File: src/rtl/sar_ctl_pkg.sv
// Shared types and helpers for the SAR conversion timing controller.
// Assumes durations are given in whole nanoseconds.
package sar_ctl_pkg;

    typedef enum logic [1:0] {
        SPD_NORMAL = 2'd0,
        SPD_FAST   = 2'd1,
        SPD_LOWPWR = 2'd2
    } speed_e;

    typedef enum logic [1:0] {
        PH_IDLE  = 2'd0,
        PH_CONV  = 2'd1,
        PH_LATCH = 2'd2,
        PH_ACQ   = 2'd3
    } phase_e;

    // Decode the two select pins; both high falls back to normal.
    function automatic speed_e decode_speed(input logic fast, input logic lowpwr);
        if (fast && !lowpwr)      return SPD_FAST;
        else if (lowpwr && !fast) return SPD_LOWPWR;
        else                      return SPD_NORMAL;
    endfunction

    // Convert a duration to clock cycles, rounding up.
    function automatic int unsigned ns_to_cycles(input int unsigned ns,
                                                 input int unsigned period_ns);
        return (ns + period_ns - 1) / period_ns;
    endfunction

endpackage

File: src/rtl/sar_start_detect.sv
// Falling-edge detector for the active-low convert-start strobe.
// Assumes cnv_start_n is already synchronous to clk.
module sar_start_detect (
    input  logic clk,
    input  logic rst_n,
    input  logic cnv_start_n,
    output logic start_evt
);

    logic prev_q;

    // Remember the strobe level seen at the previous edge.
    always_ff @(posedge clk) begin
        if (!rst_n) prev_q <= 1'b1;
        else        prev_q <= cnv_start_n;
    end

    assign start_evt = prev_q && !cnv_start_n;

endmodule

File: src/rtl/sar_phase_seq.sv
// Phase sequencer: idle -> conversion -> latch -> acquisition -> idle.
// The conversion length is fixed at the accepting edge. Starts outside
// the idle phase are dropped.
module sar_phase_seq #(
    parameter int unsigned CONV_FAST_CYC = 50,
    parameter int unsigned CONV_NORM_CYC = 63,
    parameter int unsigned CONV_LOW_CYC  = 75,
    parameter int unsigned ACQ_CYC       = 13
) (
    input  logic                clk,
    input  logic                rst_n,
    input  logic                start_evt,
    input  sar_ctl_pkg::speed_e speed_sel,
    output logic                accept,
    output logic                busy,
    output logic                latch_en,
    output logic                data_valid
);
    import sar_ctl_pkg::*;

    localparam int unsigned MAX_A = (CONV_FAST_CYC > CONV_NORM_CYC) ? CONV_FAST_CYC : CONV_NORM_CYC;
    localparam int unsigned MAX_B = (CONV_LOW_CYC > ACQ_CYC) ? CONV_LOW_CYC : ACQ_CYC;
    localparam int unsigned MAX_C = (MAX_A > MAX_B) ? MAX_A : MAX_B;
    localparam int unsigned TW    = $clog2(MAX_C + 1);
    localparam logic [TW-1:0] ACQ_LAST = TW'(ACQ_CYC - 1);

    phase_e        phase_q;
    logic [TW-1:0] tmr_q;
    logic [TW-1:0] conv_last_q;
    logic [TW-1:0] conv_last_d;
    logic          dv_q;

    // Pick the last conversion cycle index for the requested mode.
    always_comb begin
        case (speed_sel)
            SPD_FAST:   conv_last_d = TW'(CONV_FAST_CYC - 1);
            SPD_LOWPWR: conv_last_d = TW'(CONV_LOW_CYC - 1);
            default:    conv_last_d = TW'(CONV_NORM_CYC - 1);
        endcase
    end

    assign accept   = start_evt && (phase_q == PH_IDLE);
    assign busy     = (phase_q == PH_CONV) || (phase_q == PH_LATCH);
    assign latch_en = (phase_q == PH_CONV) && (tmr_q == conv_last_q);
    assign data_valid = dv_q;

    // Advance the phase and its cycle timer.
    always_ff @(posedge clk) begin
        if (!rst_n) begin
            phase_q     <= PH_IDLE;
            tmr_q       <= '0;
            conv_last_q <= '0;
            dv_q        <= 1'b0;
        end else begin
            dv_q <= 1'b0;
            case (phase_q)
                PH_IDLE: begin
                    if (accept) begin
                        phase_q     <= PH_CONV;
                        tmr_q       <= '0;
                        conv_last_q <= conv_last_d;
                    end
                end
                PH_CONV: begin
                    if (tmr_q == conv_last_q) begin
                        phase_q <= PH_LATCH;
                        tmr_q   <= '0;
                    end else begin
                        tmr_q <= tmr_q + 1'b1;
                    end
                end
                PH_LATCH: begin
                    phase_q <= PH_ACQ;
                    tmr_q   <= '0;
                    dv_q    <= 1'b1;
                end
                default: begin
                    if (tmr_q == ACQ_LAST) begin
                        phase_q <= PH_IDLE;
                        tmr_q   <= '0;
                    end else begin
                        tmr_q <= tmr_q + 1'b1;
                    end
                end
            endcase
        end
    end

    AST_DV_SINGLE_CYCLE: assert property (@(posedge clk) disable iff (!rst_n)
        data_valid |=> !data_valid);
    AST_DV_AT_BUSY_FALL: assert property (@(posedge clk) disable iff (!rst_n)
        data_valid |-> (!busy && $past(busy)));
    AST_LATCH_BEFORE_ACQ: assert property (@(posedge clk) disable iff (!rst_n)
        (phase_q == PH_ACQ) && $past(phase_q == PH_IDLE) |-> 1'b0);

endmodule

File: src/rtl/sar_result_reg.sv
// Output word register, loaded once per conversion.
// Assumes latch_en is a single-cycle pulse.
module sar_result_reg #(
    parameter int unsigned DATA_W = 18
) (
    input  logic              clk,
    input  logic              rst_n,
    input  logic              latch_en,
    input  logic [DATA_W-1:0] d,
    output logic [DATA_W-1:0] q
);

    // Capture the core word on the latch pulse, hold it otherwise.
    always_ff @(posedge clk) begin
        if (!rst_n)        q <= '0;
        else if (latch_en) q <= d;
    end

endmodule

File: src/rtl/sar_warp_monitor.sv
// Measures the gap between accepted starts and flags a fast-mode start
// that follows a gap longer than LIMIT_CYC. The counter saturates.
module sar_warp_monitor #(
    parameter int unsigned LIMIT_CYC = 50000
) (
    input  logic clk,
    input  logic rst_n,
    input  logic accept,
    input  logic is_fast,
    output logic stale
);

    localparam int unsigned CW = $clog2(LIMIT_CYC + 2);
    localparam logic [CW-1:0] LIM_V = CW'(LIMIT_CYC);

    logic [CW-1:0] gap_q;

    // Count cycles since the last accepted start and grade each new start.
    always_ff @(posedge clk) begin
        if (!rst_n) begin
            gap_q <= '0;
            stale <= 1'b0;
        end else if (accept) begin
            gap_q <= CW'(1);
            stale <= is_fast && (gap_q > LIM_V);
        end else if (gap_q <= LIM_V) begin
            gap_q <= gap_q + 1'b1;
        end
    end

    AST_STALE_NEEDS_FAST: assert property (@(posedge clk) disable iff (!rst_n)
        $rose(stale) |-> $past(accept && is_fast));

endmodule

File: src/rtl/sar_conv_timing.sv
// Top of the SAR conversion timing controller. It turns nanosecond
// durations into cycle counts and wires the start detector, the phase
// sequencer, the result register and the idle-gap monitor together.
// Assumes all inputs are synchronous to clk.
module sar_conv_timing #(
    parameter int unsigned CLK_PERIOD_NS = 20,
    parameter int unsigned DATA_W        = 18,
    parameter int unsigned CONV_FAST_NS  = 1000,
    parameter int unsigned CONV_NORM_NS  = 1250,
    parameter int unsigned CONV_LOW_NS   = 1500,
    parameter int unsigned ACQ_NS        = 250,
    parameter int unsigned WARP_IDLE_NS  = 1000000
) (
    input  logic              clk,
    input  logic              rst_n,
    input  logic              cnv_start_n,
    input  logic              sel_fast,
    input  logic              sel_lowpwr,
    input  logic [DATA_W-1:0] core_result,
    output logic              busy,
    output logic [DATA_W-1:0] result,
    output logic              data_valid,
    output logic              warp_stale
);
    import sar_ctl_pkg::*;

    localparam int unsigned CONV_FAST_CYC = ns_to_cycles(CONV_FAST_NS, CLK_PERIOD_NS);
    localparam int unsigned CONV_NORM_CYC = ns_to_cycles(CONV_NORM_NS, CLK_PERIOD_NS);
    localparam int unsigned CONV_LOW_CYC  = ns_to_cycles(CONV_LOW_NS, CLK_PERIOD_NS);
    localparam int unsigned ACQ_CYC       = ns_to_cycles(ACQ_NS, CLK_PERIOD_NS);
    localparam int unsigned WARP_CYC      = ns_to_cycles(WARP_IDLE_NS, CLK_PERIOD_NS);

    logic   start_evt;
    logic   accept;
    logic   latch_en;
    speed_e speed;

    assign speed = decode_speed(sel_fast, sel_lowpwr);

    sar_start_detect u_start (
        .clk         (clk),
        .rst_n       (rst_n),
        .cnv_start_n (cnv_start_n),
        .start_evt   (start_evt)
    );

    sar_phase_seq #(
        .CONV_FAST_CYC (CONV_FAST_CYC),
        .CONV_NORM_CYC (CONV_NORM_CYC),
        .CONV_LOW_CYC  (CONV_LOW_CYC),
        .ACQ_CYC       (ACQ_CYC)
    ) u_seq (
        .clk        (clk),
        .rst_n      (rst_n),
        .start_evt  (start_evt),
        .speed_sel  (speed),
        .accept     (accept),
        .busy       (busy),
        .latch_en   (latch_en),
        .data_valid (data_valid)
    );

    sar_result_reg #(
        .DATA_W (DATA_W)
    ) u_res (
        .clk      (clk),
        .rst_n    (rst_n),
        .latch_en (latch_en),
        .d        (core_result),
        .q        (result)
    );

    sar_warp_monitor #(
        .LIMIT_CYC (WARP_CYC)
    ) u_warp (
        .clk     (clk),
        .rst_n   (rst_n),
        .accept  (accept),
        .is_fast (speed == SPD_FAST),
        .stale   (warp_stale)
    );

    AST_RISE_NEEDS_EDGE: assert property (@(posedge clk) disable iff (!rst_n)
        $rose(busy) |-> $past(start_evt));
    AST_RESULT_STEADY_AT_FALL: assert property (@(posedge clk) disable iff (!rst_n)
        $fell(busy) && $past(rst_n) |-> $stable(result));
    AST_RESULT_MOVES_IN_BUSY: assert property (@(posedge clk) disable iff (!rst_n)
        !$stable(result) && $past(rst_n) |-> busy);
    AST_STALE_ONLY_AT_START: assert property (@(posedge clk) disable iff (!rst_n)
        !$stable(warp_stale) && $past(rst_n) |-> $rose(busy));

endmodule

File: config.mk
export PLATFORM = sky130hd
export DESIGN_NAME = sar_conv_timing
export DESIGN_NICKNAME = d
export VERILOG_FILES = /design/src/rtl/sar_ctl_pkg.sv /design/src/rtl/sar_start_detect.sv /design/src/rtl/sar_phase_seq.sv /design/src/rtl/sar_result_reg.sv /design/src/rtl/sar_warp_monitor.sv /design/src/rtl/sar_conv_timing.sv
export SDC_FILE = /design/constraint.sdc
export NUM_CORES = 1
export LEC_CHECK = 0
export ABC_AREA = 0
export BUFFER_PORTS_ARGS = -buffer_cell sky130_fd_sc_hd__clkbuf_2
export CORE_AREA = 4 4 95 61
export CTS_CLUSTER_SIZE = 14
export DETAILED_ROUTE_END_ITERATION = 16
export DIE_AREA = 0 0 99 65
export GPL_ROUTABILITY_DRIVEN = 0
export HOLD_SLACK_MARGIN = 0.03
export PLACE_DENSITY = 0.75
export SETUP_SLACK_MARGIN = 0.2
export SLEW_MARGIN = 20
export SYNTH_ARGS = -nofsm -noshare
export SYNTH_HDL_FRONTEND = slang
export SYNTH_SLANG_ARGS = --single-unit
export TNS_END_PERCENT = 100
File: constraint.sdc
create_clock -name clk -period 1.9 [get_ports clk]
set_clock_uncertainty 0.1 [all_clocks]
set_input_delay 0.38 -clock clk [delete_from_list [all_inputs] [get_ports clk]]
set_output_delay 0.38 -clock clk [all_outputs]
set_load 0.01 [all_outputs]
# Yosys cells after proc, flatten, opt, wreduce, memory -nomap -nowiden
# Index checks and enable logic that the tools add are counted.
# totals
inputBits	23
word_cells	52
register_bits	53
out_inout_bits	21
# op_classes
bitwise_logic	1
add_sub_neg	2
n_eq_ne	8
reduce_logical	16
n_mux	14
n_lt_le_gt_ge	2
# op_table
operator	n
$mux W7	3
$pmux W7 S3	1
$add A16 B1 Y16 const B	1
$gt A16 B16 Y1 const B	1
$le A16 B16 Y1 const B	1
$pmux W7 S2	1
$mux W2	5
$add A7 B1 Y7 const B	1
$eq A7 B4 Y1 const B	1
$eq A7 B7 Y1	1
$logic_and A1 B1 Y1	6
$pmux W2 S3	1
$eq A2 B1 Y1 const B	2
$eq A2 B2 Y1 const B	2
$ne A2 B2 Y1 const B	2
$reduce_bool A4 Y1	1
$logic_not A1 Y1	3
$mux W1	3
$reduce_and A3 Y1	1
$logic_not A2 Y1	1
$reduce_and A2 Y1	1
$reduce_bool A2 Y1	1
$reduce_or A2 Y1	1
$logic_or A1 B1 Y1	1
$not A1 Y1	1

# Logic depth before layout (Yosys ltp)
# depth
word_depth	6
ltp_mapped	9
ltp_nobuf	7

# Modules after synthesis
# Synthesis repeated with hierarchy kept, for this count alone.
# unflattened
cells_unflattened	303
hier_area_um2	2712.6
# by_module_without_submodules
module	cells_per_inst	area_per_inst_um2	n_inst	seq_area_each_um2
sar_warp_monitor	127	1044.8	1	340.3
sar_phase_seq	114	932.1	1	300.3
sar_result_reg	57	688.2	1	360.3
sar_start_detect	3	32.5	1	20.0
sar_conv_timing	2	15.0	1	0.0

# Least setup slack after synthesis
# Ideal clock, no wire load.
# synth_path
path_type	reg-to-reg
start	register u_seq.phase_q[0]
end	register u_warp.gap_q[10]
slack_ns	-0.059
n_path_buf	3
arrival_time_ns	1.731
synth_period_minus_slack_ns	1.959
setup_time_ns	0.128
stages_incl_launch_ff	10
required_time_ns	1.672
path_cell_list	dfxtp_1 > inv_1 > ha_1 > clkbuf_1 > inv_1 > or2_2 > clkbuf_1 > nand2_1 > clkbuf_1 > nor2_1
# synth_between
elab_chain_len	3
# synth_lines
item	line	rtl
start: declaration	sar_phase_seq.sv:27	phase_e phase_q;
start signal: assignment	sar_phase_seq.sv:50	phase_q <= PH_IDLE;
start signal: assignment	sar_phase_seq.sv:59	phase_q <= PH_CONV;
start signal: assignment	sar_phase_seq.sv:66	phase_q <= PH_LATCH;
$logic_not A2 Y1	sar_phase_seq.sv:42	assign accept = start_evt && (phase_q == PH_IDLE);
$logic_and A1 B1 Y1	sar_phase_seq.sv:42	
$reduce_or A2 Y1 (no source line)	-	
end signal: assignment	sar_warp_monitor.sv:27	gap_q <= gap_q + 1'b1;
end: declaration	sar_warp_monitor.sv:16	logic [CW-1:0] gap_q;
# Every way passes these cells.
# A chain may end at the register's enable or synchronous reset.

# Final worst setup path
# layout_path
start	register u_warp.gap_q[1]
end	register u_warp.gap_q[14]
# layout_between
elab_chain_len	1
word_cells_on_any_way	2
classes_between	add/sub (1); order compare (1)
# layout_lines
item	line
$add A16 B1 Y16 / $le A16 B16 Y1 (equally long branches)	sar_warp_monitor.sv:27, sar_warp_monitor.sv:26
# Several ways; a longest one is shown, not always the timed one.

==> results.ini <==
[outcome]
status = complete, no violations

[yosys]
synth_ff_type = dfxtp_1
yosys_warnings = 0
synth_top_family_by_area = simple AND/OR/NAND/NOR gates
synth_edf_count = 0
synth.cell_area_um2 = 2420
ys_ff_latch = 51
synthTopCellsByCount = 51 x dfxtp_1, 42 x nor2_1, 21 x nand2_1
syn-instance-count = 263
synthesis.nets = 298
ys_async_sr_fraction_pct = 0
ys_top_cells_by_area = dfxtp_1 42%, mux2i_1 8.3%, nor2_1 6.5%, xnor2_1 6.5%, ha_1 6.2%
ys_seq_area_share_pct = 42.2
synthXorXnorAreaFrac_pct = 7.24
synth_fa_ha_area_share_pct = 6.20
postSynthAreaPerCell_um2 = 9.21
synth_top_area_share_pct = 42.2
synth.distinct_cells = 41
synth_simple_gate_area_share_pct = 24.8
synth.most_common_cell = dfxtp_1
synthMuxAreaShare_pct = 8.27
synth_compound_area_share_pct = 6.82
synth_largest_area_cell = dfxtp_1

[placed_design]
port_buffers = 43
dp.cells = 377
hpwl_um = 3970

[floorplan]
die_area_um2 = 6440
die_w_um = 99
num_rows = 20
initial_core_util_pct = 49.1
core-area_um2 = 4930
pin_count = 44
die_h_um = 65

[detailed_routing]
drt-total-wl_um = 6590
viasPerCell = 5.29
drc = 0
drt_iter0_drc = 66
routed-via-count = 2151
ant_nets = 0
wire_per_inst_um = 16.2
dr.pass1.iters = 4

[clock_network]
cts_tree = built
htree_levels = 2
clockBufferDepth = 2
clkSinkCount = 51
clk_latency_ns = 0.31
clockRootBuffer = clkbuf_8
cts.clk_slew.worst_paths_ns = 0.10
cts_hold_buf = 0
cts_buffers = 5

[critical_path]
slowest_stage = or3b_4
critPathMaxStageDelay_ns = 0.42
start_kind = flop
required_ns = 2.05
arrival_ns = 2.04
worstSetupPathType = flop to flop
cp_top_family = simple AND/OR/NAND/NOR gates
endpoint_kind = flop
cp_num_buf_inv = 2
worstPathMaxFanout = 3
cp_cell_sequence = inv_2, ha_4, and4bb_1, a221oi_2, buf_4, nor4_4, or3b_4, a21oi_2

[sta]
slew_headroom_pct = 70.4
timing.final.crit_share_pct = 99.3
worstMarginPinSlew_ns = 0.444
drv_slew = 0
hold_viol = 0
min_period_ns = 1.89
fmax_ghz = 0.530
rsz0062_at_grt = true
finalSetupViolCount = 0

[flow_run]
maxCapViolCount = 0

[final_layout]
drive_gt1_share_pct = 45.7
area_delta_synth_final_pct = 44.5
final_util_pct = 71.0
layout.area.seq_um2 = 1060
n_fill_cell = 331
multi_input_area_um2 = 1600
final_cells = 407
fin_nets = 375
diodes = 0

[power_and_ir_drop]
leakage_nw = 1.36
powerDensity_nw_per_um2 = 1020
p_switching_mw = 1.26
p_seq_share_pct = 37.5
clkPwrFrac_pct = 18.8
peakVddDrop_uv = 749
internal_power_mw = 2.30
p_sw_share_pct = 35.3
power_frac_comb_pct = 43.7

[min_path]
hold_path_class = input port to flop

[grt]
grt_first_pass_wirelength_um = 10100
antenna_found_initial = 0
grt-ovfl-total = 0
grt_use_total_pct = 19.7
grt_max_degree = 19
grt_pass1_vias = 2126

## state kept, by name, indices dropped and copies added (netlist names)
register,count
u_seq.data_valid,1
u_seq.tmr_q,7
u_res.q,18
u_warp.stale,1
u_warp.gap_q,16
u_seq.phase_q,2
u_start.prev_q,1
u_seq.conv_last_q,5
## path summary, 6_finish.rpt
path | start | to | slack, ns | cells past startpoint
hold reg to reg | u_seq.conv_last_q[0] | u_seq.conv_last_q[0] | 0.40 | 2
setup reg to reg | u_warp.gap_q[1] | u_warp.gap_q[14] | 0.01 | 8
hold / removal | cnv_start_n | u_start.prev_q | 0.16 | 2
setup / recovery | u_warp.gap_q[1] | u_warp.gap_q[14] | 0.01 | 8
## power by group through the flow
stage	combinational [mW]	sequential, mW	clock, mW
after floorplan	0.650	1.35	0
after global placement	0.929	1.32	0
after detailed placement	0.955	1.32	0
after CTS	1.30	1.31	0.670
after global routing	1.68	1.35	0.726
final	1.56	1.33	0.668
## cell usage in the layout, fill, tap and decap left out, types with 6 or more instances in the layout
master	n
clkbuf_2	43
nor2_1	38
dfxtp_1	36
buf_4	29
nand2_1	19
mux2i_1	19
xnor2_1	15
inv_1	9
dfxtp_4	9
a21oi_1	8
ha_1	7
dfxtp_2	6
## layout make-up
class / instances / share of cell area (%)
clock inverters: 3 / 0.679
multi-input cells: 188 / 45.6
well taps: 66 / 2.36
flip-flops and latches: 51 / 30.4
repair buffers: 81 / 17.6
clock buffers: 5 / 1.97
inverters: 13 / 1.47
## stage by stage
stage | setup slack [ns] | TNS (ns) | power [mW] | hold slack [ns] | area (µm²)
2_1_floorplan | 0.177 | 0 | 2.00 | 0.348 | 2490
3_3_place_gp | 0.0753 | 0 | 2.25 | 0.345 | 2850
3_5_place_dp | 0.00858 | 0 | 2.28 | 0.356 | 2850
4_1_cts | 0.0410 | 0 | 3.27 | 0.159 | 3200
5_1_grt | -0.0787 | -0.332 | 3.75 | 0.167 | 3500
6_report | 0.0138 | 0 | 3.56 | 0.159 | 3500
## routing by layer
layer  vias up  GRT usage, %  share of wire (%)  routed length, µm
li1       1053             -                  -                  -
met1      1016          26.4                 45               2990
met2        73          30.7                 45               2990
met3         9          5.48                7.4                488
met4         0          6.13                1.8                116
met5         -             0                  0                  0
## worst reg2reg max path, stage by stage, from the launching register on
cell	delay, ns
dfxtp_4	0.37
inv_2	0.06
ha_4	0.11
and4bb_1	0.20
a221oi_2	0.08
buf_4	0.18
nor4_4	0.20
or3b_4	0.42
a21oi_2	0.12
## cell families (layout without fill, tap and decap cells)
family	Yosys count	in the layout
multiplexers	20	20
AO/OA/AOI/OAI	25	25
buffers and inverters	24	102
XOR/XNOR	20	20
adder cells (fa/ha/maj)	12	12
AND/OR/NAND/NOR	111	111
flip-flops	51	51
## what timing repair did
action,4_1_cts,5_1_grt
setup buffers,11,8
gates resized for setup,30,39
gates cloned,2,1
endpoints found under the hold margin,0,0
pin swaps,9,19
setup endpoints to repair,44,45
(Power assumes the default switching activity.)
